$ cat config.mk
export PLATFORM = sky130hd
export DESIGN_NAME = cdown_timer
export DESIGN_NICKNAME = d
export VERILOG_FILES = /design/src/rtl/cdown_timer_pkg.sv /design/src/rtl/cdown_decode.sv /design/src/rtl/cdown_counter.sv /design/src/rtl/cdown_status.sv /design/src/rtl/cdown_timer.sv
export SDC_FILE = /design/constraint.sdc
export NUM_CORES = 1
export LEC_CHECK = 0
export BUFFER_PORTS_ARGS = -buffer_cell sky130_fd_sc_hd__buf_2
export CAP_MARGIN = 10
export CELL_PAD_IN_SITES_DETAIL_PLACEMENT = 0
export CELL_PAD_IN_SITES_GLOBAL_PLACEMENT = 1
export CORE_MARGIN = 10
export CORE_UTILIZATION = 45
export DETAILED_ROUTE_END_ITERATION = 16
export HOLD_SLACK_MARGIN = 0.03
export PLACE_DENSITY = 0.92
export SLEW_MARGIN = 10
export SYNTH_ARGS = -nofsm -noshare
export SYNTH_HDL_FRONTEND = slang
export SYNTH_SLANG_ARGS = --single-unit
$ cat constraint.sdc
create_clock -name clk -period 5.68 [get_ports clk]
set_clock_uncertainty 0.1 [all_clocks]
set_input_delay 0.568 -clock clk [delete_from_list [all_inputs] [get_ports clk]]
set_output_delay 0.568 -clock clk [all_outputs]
set_load 0.01 [all_outputs]
$ cat src/rtl/cdown_timer_pkg.sv
package cdown_timer_pkg;

  // Register byte offsets
  localparam int OFS_CTRL   = 'h00;
  localparam int OFS_COUNT  = 'h04;
  localparam int OFS_RELOAD = 'h08;
  localparam int OFS_STAT   = 'h0C;

  // Control bit positions
  localparam int BIT_RUN = 0;
  localparam int BIT_IE  = 3;

  typedef struct packed {
    logic ctrl;
    logic count;
    logic reload;
    logic stat;
  } reg_sel_t;

endpackage

$ cat src/rtl/cdown_decode.sv
module cdown_decode
  import cdown_timer_pkg::*;
#(
  parameter int ADDR_W = 6
) (
  input  logic [ADDR_W-1:0] bus_addr,
  output reg_sel_t          sel
);

  always_comb begin
    sel = '0;
    case (bus_addr)
      ADDR_W'(OFS_CTRL):   sel.ctrl   = 1'b1;
      ADDR_W'(OFS_COUNT):  sel.count  = 1'b1;
      ADDR_W'(OFS_RELOAD): sel.reload = 1'b1;
      ADDR_W'(OFS_STAT):   sel.stat   = 1'b1;
      default:             sel        = '0;
    endcase
  end

endmodule

$ cat src/rtl/cdown_counter.sv
module cdown_counter #(
  parameter int W = 32
) (
  input  logic         clk,
  input  logic         rst_n,
  input  logic         run,
  input  logic         cnt_wr,
  input  logic         rel_wr,
  input  logic [W-1:0] wdata,
  output logic [W-1:0] cnt_q,
  output logic [W-1:0] reload_q,
  output logic         zero_hit
);

  function automatic logic [W-1:0] step_down(input logic [W-1:0] v);
    return v - W'(1);
  endfunction

  assign zero_hit = run && (cnt_q == '0);

  always_ff @(posedge clk) begin
    if (!rst_n) begin
      cnt_q    <= '0;
      reload_q <= '0;
    end else begin
      if (rel_wr) reload_q <= wdata;
      // Priority: reload write, count write, zero reload, decrement
      if (rel_wr)        cnt_q <= wdata;
      else if (cnt_wr)   cnt_q <= wdata;
      else if (zero_hit) cnt_q <= reload_q;
      else if (run)      cnt_q <= step_down(cnt_q);
    end
  end

endmodule

$ cat src/rtl/cdown_status.sv
module cdown_status (
  input  logic clk,
  input  logic rst_n,
  input  logic set_evt,
  input  logic clr_req,
  input  logic ie,
  output logic flag_q,
  output logic irq
);

  always_ff @(posedge clk) begin
    if (!rst_n)       flag_q <= 1'b0;
    else if (set_evt) flag_q <= 1'b1;   // set beats clear
    else if (clr_req) flag_q <= 1'b0;
  end

  assign irq = flag_q & ie;

endmodule

$ cat src/rtl/cdown_timer.sv
module cdown_timer
  import cdown_timer_pkg::*;
#(
  parameter int W      = 32,
  parameter int ADDR_W = 6
) (
  input  logic              clk,
  input  logic              rst_n,
  input  logic [ADDR_W-1:0] bus_addr,
  input  logic              bus_wr,
  input  logic [W-1:0]      bus_wdata,
  input  logic              bus_rd,
  output logic [W-1:0]      bus_rdata,
  output logic              irq
);

  reg_sel_t       sel;
  logic           ctl_wr, cnt_wr, rel_wr, stat_clr;
  logic           run_q, ie_q;
  logic [W-1:0]   cnt_q, reload_q;
  logic           zero_hit, flag_q;
  logic [W-1:0]   rd_word;

  cdown_decode #(.ADDR_W(ADDR_W)) u_dec (
    .bus_addr (bus_addr),
    .sel      (sel)
  );

  assign ctl_wr   = bus_wr & sel.ctrl;
  assign cnt_wr   = bus_wr & sel.count;
  assign rel_wr   = bus_wr & sel.reload;
  assign stat_clr = bus_wr & sel.stat & bus_wdata[0];

  always_ff @(posedge clk) begin
    if (!rst_n) begin
      run_q <= 1'b0;
      ie_q  <= 1'b0;
    end else if (ctl_wr) begin
      run_q <= bus_wdata[BIT_RUN];
      ie_q  <= bus_wdata[BIT_IE];
    end
  end

  cdown_counter #(.W(W)) u_cnt (
    .clk      (clk),
    .rst_n    (rst_n),
    .run      (run_q),
    .cnt_wr   (cnt_wr),
    .rel_wr   (rel_wr),
    .wdata    (bus_wdata),
    .cnt_q    (cnt_q),
    .reload_q (reload_q),
    .zero_hit (zero_hit)
  );

  cdown_status u_stat (
    .clk     (clk),
    .rst_n   (rst_n),
    .set_evt (zero_hit),
    .clr_req (stat_clr),
    .ie      (ie_q),
    .flag_q  (flag_q),
    .irq     (irq)
  );

  always_comb begin
    rd_word = '0;
    unique case (1'b1)
      sel.ctrl: begin
        rd_word[BIT_RUN] = run_q;
        rd_word[BIT_IE]  = ie_q;
      end
      sel.count:  rd_word = cnt_q;
      sel.reload: rd_word = reload_q;
      sel.stat:   rd_word[0] = flag_q;
      default:    rd_word = '0;
    endcase
  end

  always_ff @(posedge clk) begin
    if (!rst_n)      bus_rdata <= '0;
    else if (bus_rd) bus_rdata <= rd_word;
    else             bus_rdata <= '0;
  end

endmodule

# Yosys cells after proc, flatten, opt, wreduce, memory -nomap -nowiden
# Index checks and enable logic that the tools add are counted.
totals:
  reg_bits: 99
  inputBits: 42
  out_inout_bits: 33
  wordCells: 36
classes:
  n_addsub: 1
  n_eq_ne: 3
  n_mux: 14
  n_bitwise: 6
  n_reduce_logical: 6
ops:
  columns: ["cell", "n"]
  rows:
  - ["two-way mux 32 bit", 4]
  - ["case mux 28 bit (2 select lines)", 1]
  - ["logical NOT 32 bit", 1]
  - ["subtractor 32 x 1 -> 32 bit (second input constant)", 1]
  - ["== test 6 x 4 -> 1 bit (second input constant)", 2]
  - ["AND 1 bit", 6]
  - ["== test 6 x 3 -> 1 bit (second input constant)", 1]
  - ["logical NOT 6 bit", 1]
  - ["two-way mux 1 bit", 6]
  - ["case mux 1 bit (4 select lines)", 1]
  - ["case mux 2 bit (2 select lines)", 1]
  - ["nonzero test 4 bit", 1]
  - ["case mux 1 bit (3 select lines)", 1]
  - ["AND reduction 2 bit", 1]
  - ["nonzero test 2 bit", 1]
  - ["logical AND 1 bit", 1]

# Longest topological paths before layout
# Gate-level depths: netlist of run 1.
depth:
  word_depth: 6
  ltp_mapped: 9
  depth_no_buf: 7

# Hierarchy
# From an unflattened synthesis of run 1, not the netlist that was laid out.
hier_totals:
  cells_unflattened: 535
  hier_area_um2: 4738.3
modules_own_cells:
  columns: ["mod", "instances", "cells_per_inst", "area_per_inst_um2", "seq_area_each_um2"]
  rows:
  - ["cdown_counter", 1, 404, 3403.3, 1281.2]
  - ["cdown_timer", 1, 121, 1237.4, 680.7]
  - ["cdown_decode", 1, 6, 48.8, 0.0]
  - ["cdown_status", 1, 4, 48.8, 20.0]

# Worst setup path before layout of run 1
# OpenSTA, ideal clock, no wires.
synth_timing:
  kind: "register -> register"
  from: "register u_cnt.cnt_q[12]"
  to: "register u_cnt.cnt_q[2]"
  setup_ns: 0.132
  arrival_ns: 2.467
  required_time_ns: 5.448
  slack_ns: 2.981
  stages_incl_launch_ff: 10
  path_buffers: 4
  period_less_slack_ns: 2.699
  path_cell_list: "dfxtp_1 > buf_6 > or4_4 > buf_6 > or4b_4 > buf_6 > or3_4 > buf_2 > o211ai_1 > a21oi_1"
synth_via:
  elab_chain_cells: 5
  elab_cells_between_ends: 6
  cone_classes: "3 x mux; 3 x reduce/logical"
synth_rtl:
  columns: ["element", "line", "text"]
  rows:
  - ["start, declared", "cdown_counter.sv:10", "output logic [W-1:0] cnt_q,"]
  - ["start signal, assigned", "cdown_counter.sv:28", "if (rel_wr) cnt_q <= wdata;"]
  - ["start signal, assigned", "cdown_counter.sv:29", "else if (cnt_wr) cnt_q <= wdata;"]
  - ["start signal, assigned", "cdown_counter.sv:30", "else if (zero_hit) cnt_q <= reload_q;"]
  - ["logical NOT 32 bit *", "cdown_counter.sv:19", "assign zero_hit = run && (cnt_q == '0);"]
  - ["logical AND 1 bit *", "cdown_counter.sv:19", null]
  - ["two-way mux 32 bit", "cdown_counter.sv:30", null]
  - ["two-way mux 32 bit", "cdown_counter.sv:29", null]
  - ["two-way mux 32 bit", "cdown_counter.sv:28", null]
# Mark *: on every way between the ends. The rest lies on a longest branch, timed or not.
# A chain may end at the register's enable or synchronous reset.

# Worst setup path after layout of run 1
layout_timing:
  from: "register u_cnt.cnt_q[0]"
  to: "register u_cnt.cnt_q[23]"
layout_via:
  elab_chain_cells: 5
  elab_cells_between_ends: 8
  cone_classes: "1 x add/sub; 4 x mux; 3 x reduce/logical"
layout_rtl:
  columns: ["element", "line"]
  rows:
  - ["subtractor 32 x 1 -> 32 bit or logical NOT 32 bit (tied branches)", "cdown_counter.sv:16, cdown_counter.sv:19"]
  - ["two-way mux 32 bit or logical AND 1 bit (tied branches)", "cdown_counter.sv:31, cdown_counter.sv:19"]
  - ["two-way mux 32 bit", "cdown_counter.sv:30"]
  - ["two-way mux 32 bit", "cdown_counter.sv:29"]
  - ["two-way mux 32 bit", "cdown_counter.sv:28"]
# Parallel ways exist; a longest one is shown, timed or not. The select of a mux whose other input is x is not followed.

==> results.sh, run 1 <==
export IMPL_period_minus_slack_ns=3.30
export IMPL_grt_antenna_before_repair=0
export IMPL_synth_area_um2=4560
export IMPL_arrival_ns=3.49
export IMPL_insertion_delay_ns=0.38
export IMPL_hold_depth=3
export IMPL_numCtsBuffers=9
export IMPL_timing_rr_start="u_cnt.cnt_q[0]"
export IMPL_slew_viol_final=0
export IMPL_critPathMaxFanout=11
export IMPL_syn2layout_area_growth_pct=13.4
export IMPL_ys_warnings_count=0
export IMPL_grt_setup_unrepaired="no"
export IMPL_antenna_diode_count=0
export IMPL_grt_ovfl_total=0
export IMPL_hold_worst_slack_ns=0.330
export IMPL_layout_drive_gt1_share_pct=17.1
export IMPL_n_fill_cell=968
export IMPL_grt_pass1_wl_um=21800
export IMPL_multi_input_area_um2=2350
export IMPL_syn_inst=556
export IMPL_endpoint_kind="flip-flop"
export IMPL_drt_wl_total_um=13200
export IMPL_seq_area_um2=1980
export IMPL_maxCapViolations=0
export IMPL_ys_seq_elements=99
export IMPL_start_util_pct=46.4
export IMPL_grt_start_max_net_pins=51
export IMPL_r2r_end="u_cnt.cnt_q[23]"
export IMPL_wire_per_inst_um=18.0
export IMPL_ys_flop_type="dfxtp_1"
export IMPL_cts_resized=0
export IMPL_fp_dieH_um=121
export IMPL_hold_viol=0
export IMPL_clkSinkCount=99
export IMPL_hold_class="input pin to flip-flop"
export IMPL_setup_tns_ns=0
export IMPL_cts_max_path_buffers=2
export IMPL_fp_dieW_um=121
export IMPL_antenna_left=0
export IMPL_rrSetupSlack_ns=2.38
export IMPL_critical_path_startpoint_type="flip-flop"
export IMPL_fin_area_um2=5170
export IMPL_placedInstanceArea_um2=4950
export IMPL_p_leak_uw=0.00199
export IMPL_vdd_drop_max_v=0.000137
export IMPL_dp_cells=724
export IMPL_syn_num_nets=599
export IMPL_ys_seq_area_share_pct=43.5
export IMPL_relSlewSlack_pct=21.1
export IMPL_r2r_cells=7
export IMPL_synthArstFlopShare_pct=0
export IMPL_syn_avg_cell_area_um2=8.20
export IMPL_finalSetupViolations=0
export IMPL_remaining_drc_errors=0
export IMPL_portBuffers=74
export IMPL_fp_row_count=36
export IMPL_synth_edff_count=0
export IMPL_place_detailed_hpwl_um=8610
export IMPL_status="complete, no violations"
export IMPL_core_um2=9820
export IMPL_postCtsHoldBufs=0
export IMPL_power_density_nw_per_um2=266
export IMPL_synth_cell_types=50
export IMPL_via_per_inst=5.95
export IMPL_hold_end="u_cnt.reload_q[7]"
export IMPL_nNetsFinal=645
export IMPL_clkTransAtPathRegs_ns=0.09
export IMPL_fin_crit_sh_pct=58.0
export IMPL_drtPass1Iterations=5
export IMPL_fp_dieArea_um2=14600
export IMPL_vias=4384
export IMPL_grt_total_usage_pct=18.3
export IMPL_hold_start="bus_wdata[7]"
export IMPL_htree_levels=3
export IMPL_fin_cells=737
export IMPL_fmax_mhz=303
export IMPL_tightest_slew_ns=1.18
export IMPL_cts_root_buf="clkbuf_8"
export IMPL_ios=75
export IMPL_globalplace_congestion=0.873
export IMPL_cts_setup_buffers=0
export IMPL_dr_first_iter_drc_count=291
export IMPL_grt_pass1_vias=4348
export IMPL_worstPathRequired_ns=5.87
export IMPL_cts_tree="done"
export IMPL_critPathKind="flip-flop to flip-flop"
registers in the layout (all words and copies together), names as in the netlist:
signal	cells
run_q	1
u_stat.flag_q	1
ie_q	1
bus_rdata	32
u_cnt.cnt_q	32
u_cnt.reload_q	32
Yosys cell counts (all sizes together) (3+ instances only):
library cell | count | area share [%]
nor4 | 11 | 1.5
nor3 | 17 | 1.9
o21bai | 5 | 0.82
dfxtp | 99 | 43
or4 | 5 | 0.91
o21ai | 17 | 1.9
o211ai | 14 | 2.3
o22ai | 3 | 0.41
xnor2 | 20 | 3.8
a31oi | 7 | 0.96
a221oi | 5 | 0.96
clkbuf | 38 | 3.1
nand2 | 75 | 6.2
mux2i | 7 | 1.5
nand3 | 9 | 0.99
nand4 | 5 | 0.69
or3 | 14 | 2.0
and2 | 3 | 0.41
buf | 7 | 1.3
nor2 | 50 | 4.1
inv | 9 | 0.74
nor3b | 3 | 0.49
xor2 | 4 | 0.77
a22oi | 30 | 4.9
and3 | 8 | 1.1
o32ai | 4 | 0.77
o221ai | 6 | 1.2
a21oi | 60 | 6.6
how the worst max path moves through the flow:
| stage | startpoint | endpoint | slack, ns | cells past startpoint |
|---|---|---|---|---|
| floorplan | u_cnt.cnt_q[12] | u_cnt.cnt_q[2] | 2.98 | 9 |
| detailed placement | bus_addr[2] | u_cnt.cnt_q[16] | 2.43 | 7 |
| finish | u_cnt.cnt_q[0] | u_cnt.cnt_q[23] | 2.38 | 7 |
| CTS | u_cnt.cnt_q[0] | u_cnt.cnt_q[23] | 2.47 | 7 |
| global placement | bus_addr[1] | u_cnt.reload_q[27] | 2.59 | 8 |
| global route | u_cnt.cnt_q[0] | u_cnt.cnt_q[23] | 2.22 | 7 |
per-layer routing:
metal	routed length, um	global-route usage, %
met1	5640	22.3
met3	994	4.19
met2	6330	29.9
met5	0	1.04
met4	272	8.22
kinds of logic (layout without fill, tap and decap cells):
| kind of cell | after synthesis | after routing | synth area share, % |
|---|---|---|---|
| and+or+nand+nor | 211 | 211 | 22.4 |
| AOI/OAI and AO/OA | 160 | 160 | 22.5 |
| DFF | 99 | 99 | 43.5 |
| buffers and inverters | 54 | 102 | 5.16 |
| xor gates and xnor gates | 24 | 24 | 4.61 |
| muxes | 7 | 7 | 1.54 |
| adders and majority gates | 1 | 1 | 0.274 |
area by class of cell:
| cell class | count | area share, % |
|---|---|---|
| inverter | 9 | 0.654 |
| timing repair buffer | 80 | 8.04 |
| clock buffer | 10 | 2.47 |
| tap | 133 | 3.22 |
| multi-input combinational | 403 | 45.5 |
| sequential | 99 | 38.3 |
| clock inverter | 3 | 1.74 |
report_power, final:
part           switching [uW]  internal, uW
clock                     243           286
combinational            83.7          57.0
sequential               6.28           698
total                     333          1040
cell usage in the layout (no fill, tap or decap), drive strengths merged, types with 6 or more instances in the layout:
cell type  synthesis  layout
a21oi             60      60
a22oi             30      30
a31oi              7       7
and3               8       8
buf                7      80
clkbuf            38      10
dfxtp             99      99
inv                9       9
mux2i              7       7
nand2             75      75
nand3              9       9
nor2              50      50
nor3              17      17
nor4              11      11
o211ai            14      14
o21ai             17      17
o221ai             6       6
or3               14      14
xnor2             20      20
through the flow:
| stage | total power, uW | util [%] | setup slack (ns) |
|---|---|---|---|
| after floorplan | 822 | - | 2.98 |
| after global placement | 857 | 50.4 | 2.59 |
| after detailed placement | 859 | 50.4 | 2.43 |
| after CTS | 1370 | 52.6 | 2.47 |
| after global routing | 1420 | 52.6 | 2.22 |
| final | 1370 | 52.6 | 2.38 |
worst max-delay path, stage by stage (launching register included):
cell and delay, ns:
dfxtp_1 0.33, inv_1 0.12, ha_1 0.22, nor3b_1 0.45, nand4b_1 0.57, nor3_2 0.89, nor2_1 0.19, a221oi_1 0.33
Power figures use the tool's default switching activity.
==> inputs of run 2 (changes only) <==
CORE_UTILIZATION = 42   (was 45)
PLACE_DENSITY = 0.87   (was 0.92)
clock period = 3.3 ns   (was 5.68 ns; I/O delays follow)
==> results.sh, run 2 (synthesized netlist as in run 1, its figures left out) <==
export IMPL_status="complete, no violations"
export IMPL_fin_cells=758
export IMPL_dr_first_iter_drc_count=411
export IMPL_grt_setup_unrepaired="no"
export IMPL_hold_worst_slack_ns=0.106
export IMPL_cts_max_path_buffers=2
export IMPL_critPathKind="flip-flop to flip-flop"
export IMPL_vias=4364
export IMPL_hold_viol=0
export IMPL_cts_root_buf="clkbuf_8"
export IMPL_fp_dieH_um=124
export IMPL_dp_cells=742
export IMPL_relSlewSlack_pct=36.5
export IMPL_critical_path_startpoint_type="flip-flop"
export IMPL_antenna_left=0
export IMPL_hold_depth=3
export IMPL_fin_area_um2=5260
export IMPL_power_frac_comb_pct=11.1
export IMPL_clkTransAtPathRegs_ns=0.09
export IMPL_finalSetupViolations=0
export IMPL_drt_wl_total_um=13100
export IMPL_slowest_stage="or4b_4"
export IMPL_fp_dieArea_um2=15400
export IMPL_wire_per_inst_um=17.3
export IMPL_switching_share_pct=25.5
export IMPL_n_fill_cell=1065
export IMPL_r2r_cells=5
export IMPL_drtPass1Iterations=6
export IMPL_period_minus_slack_ns=2.82
export IMPL_postCtsHoldBufs=0
export IMPL_ios=75
export IMPL_portBuffers=74
export IMPL_cts_tree="done"
export IMPL_tightest_slew_ns=0.951
export IMPL_fp_dieW_um=124
export IMPL_final_util_pct=50.2
export IMPL_maxCapViolations=0
export IMPL_cts_setup_buffers=0
export IMPL_p_switching_uw=574
export IMPL_p_leak_uw=0.00206
export IMPL_arrival_ns=2.93
export IMPL_via_per_inst=5.76
export IMPL_grt_pass1_wl_um=21600
export IMPL_worstPathRequired_ns=3.41
export IMPL_clkSinkCount=99
export IMPL_setup_tns_ns=0
export IMPL_syn2layout_area_growth_pct=15.3
export IMPL_mostFrequentLayoutCell="dfxtp_1"
export IMPL_fmax_mhz=355
export IMPL_pwr_share_seq_pct=53.9
export IMPL_numCtsBuffers=9
export IMPL_remaining_drc_errors=0
export IMPL_antenna_diode_count=0
export IMPL_internal_power_uw=1680
export IMPL_seq_area_um2=1980
export IMPL_grt_ovfl_total=0
export IMPL_critPathMaxFanout=21
export IMPL_start_util_pct=43.6
export IMPL_fin_crit_sh_pct=85.4
export IMPL_vdd_drop_max_v=0.000208
export IMPL_p_clk_share_pct=35.0
export IMPL_grt_total_usage_pct=17.5
export IMPL_place_detailed_hpwl_um=8750
export IMPL_placedInstanceArea_um2=5060
export IMPL_grt_antenna_before_repair=0
export IMPL_hold_class="input pin to flip-flop"
export IMPL_multi_input_area_um2=2350
export IMPL_fp_row_count=37
export IMPL_grt_pass1_vias=4238
export IMPL_core_um2=10500
export IMPL_cts_resized=0
export IMPL_nNetsFinal=660
export IMPL_insertion_delay_ns=0.37
export IMPL_largestRegisters="bus_rdata: 32 flops, u_cnt.cnt_q: 32 flops, u_cnt.reload_q: 32 flops"
export IMPL_htree_levels=3
export IMPL_final_cell_mix="dfxtp_1, nand2_1, buf_2, a21oi_1, nor2_1"
export IMPL_endpoint_kind="flip-flop"
export IMPL_grt_start_max_net_pins=51
export IMPL_cpPeakStageDelay_ns=0.64
export IMPL_layout_drive_gt1_share_pct=19.1
export IMPL_crit_path_cell_trace="or4_1, or4b_4, or3_4, nand3_1, o221ai_1"
export IMPL_slew_viol_final=0
export IMPL_globalplace_congestion=0.860
export IMPL_power_density_nw_per_um2=428
## run 2: path summary, 6_finish.rpt
check                                          end  slack, ns          startpoint
worst max-delay path               u_cnt.cnt_q[29]       0.48     u_cnt.cnt_q[16]
worst min register to register  u_cnt.reload_q[30]       0.38  u_cnt.reload_q[30]
worst min-delay path            u_cnt.reload_q[31]       0.11       bus_wdata[31]
worst max register to register     u_cnt.cnt_q[29]       0.48     u_cnt.cnt_q[16]
## run 2: layout make-up
| type | count | area share [%] |
|---|---|---|
| flip-flops and latches | 99 | 37.7 |
| multi-input cells | 403 | 44.7 |
| inverters | 9 | 0.643 |
| well taps | 136 | 3.24 |
| repair buffers | 95 | 10.0 |
| clock buffers | 11 | 2.69 |
| clock inverters | 5 | 1.00 |
## run 2: metal layers
layer	vias up	GRT usage, %	wire (um)
met1	2072	22.5	5890
met2	161	28.3	6050
met4	0	5.54	142
li1	2121	-	-
met5	-	0	0
met3	10	4.03	1060
## run 2: worst max-delay path, delay by kind of cell (launching register included)
family          cells  cell delay (ns)
compound gates      1             0.14
simple gates        4             2.05
flops               1             0.38
## run 2: per-stage QoR
stage / power (uW) / setup slack [ns]
2_1_floorplan: 1410 / 0.601
3_3_place_gp: 1480 / 0.546
3_5_place_dp: 1490 / 0.508
4_1_cts: 2270 / 0.475
5_1_grt: 2350 / 0.350
6_report: 2250 / 0.481
## run 2: power by group through the flow
stage	Sequential (uW)	Clock [uW]	Combinational, uW
after global routing	1210	854	277
after detailed placement	1240	0	248
after CTS	1210	805	249
after floorplan	1240	0	178
final	1210	788	249
after global placement	1240	0	244
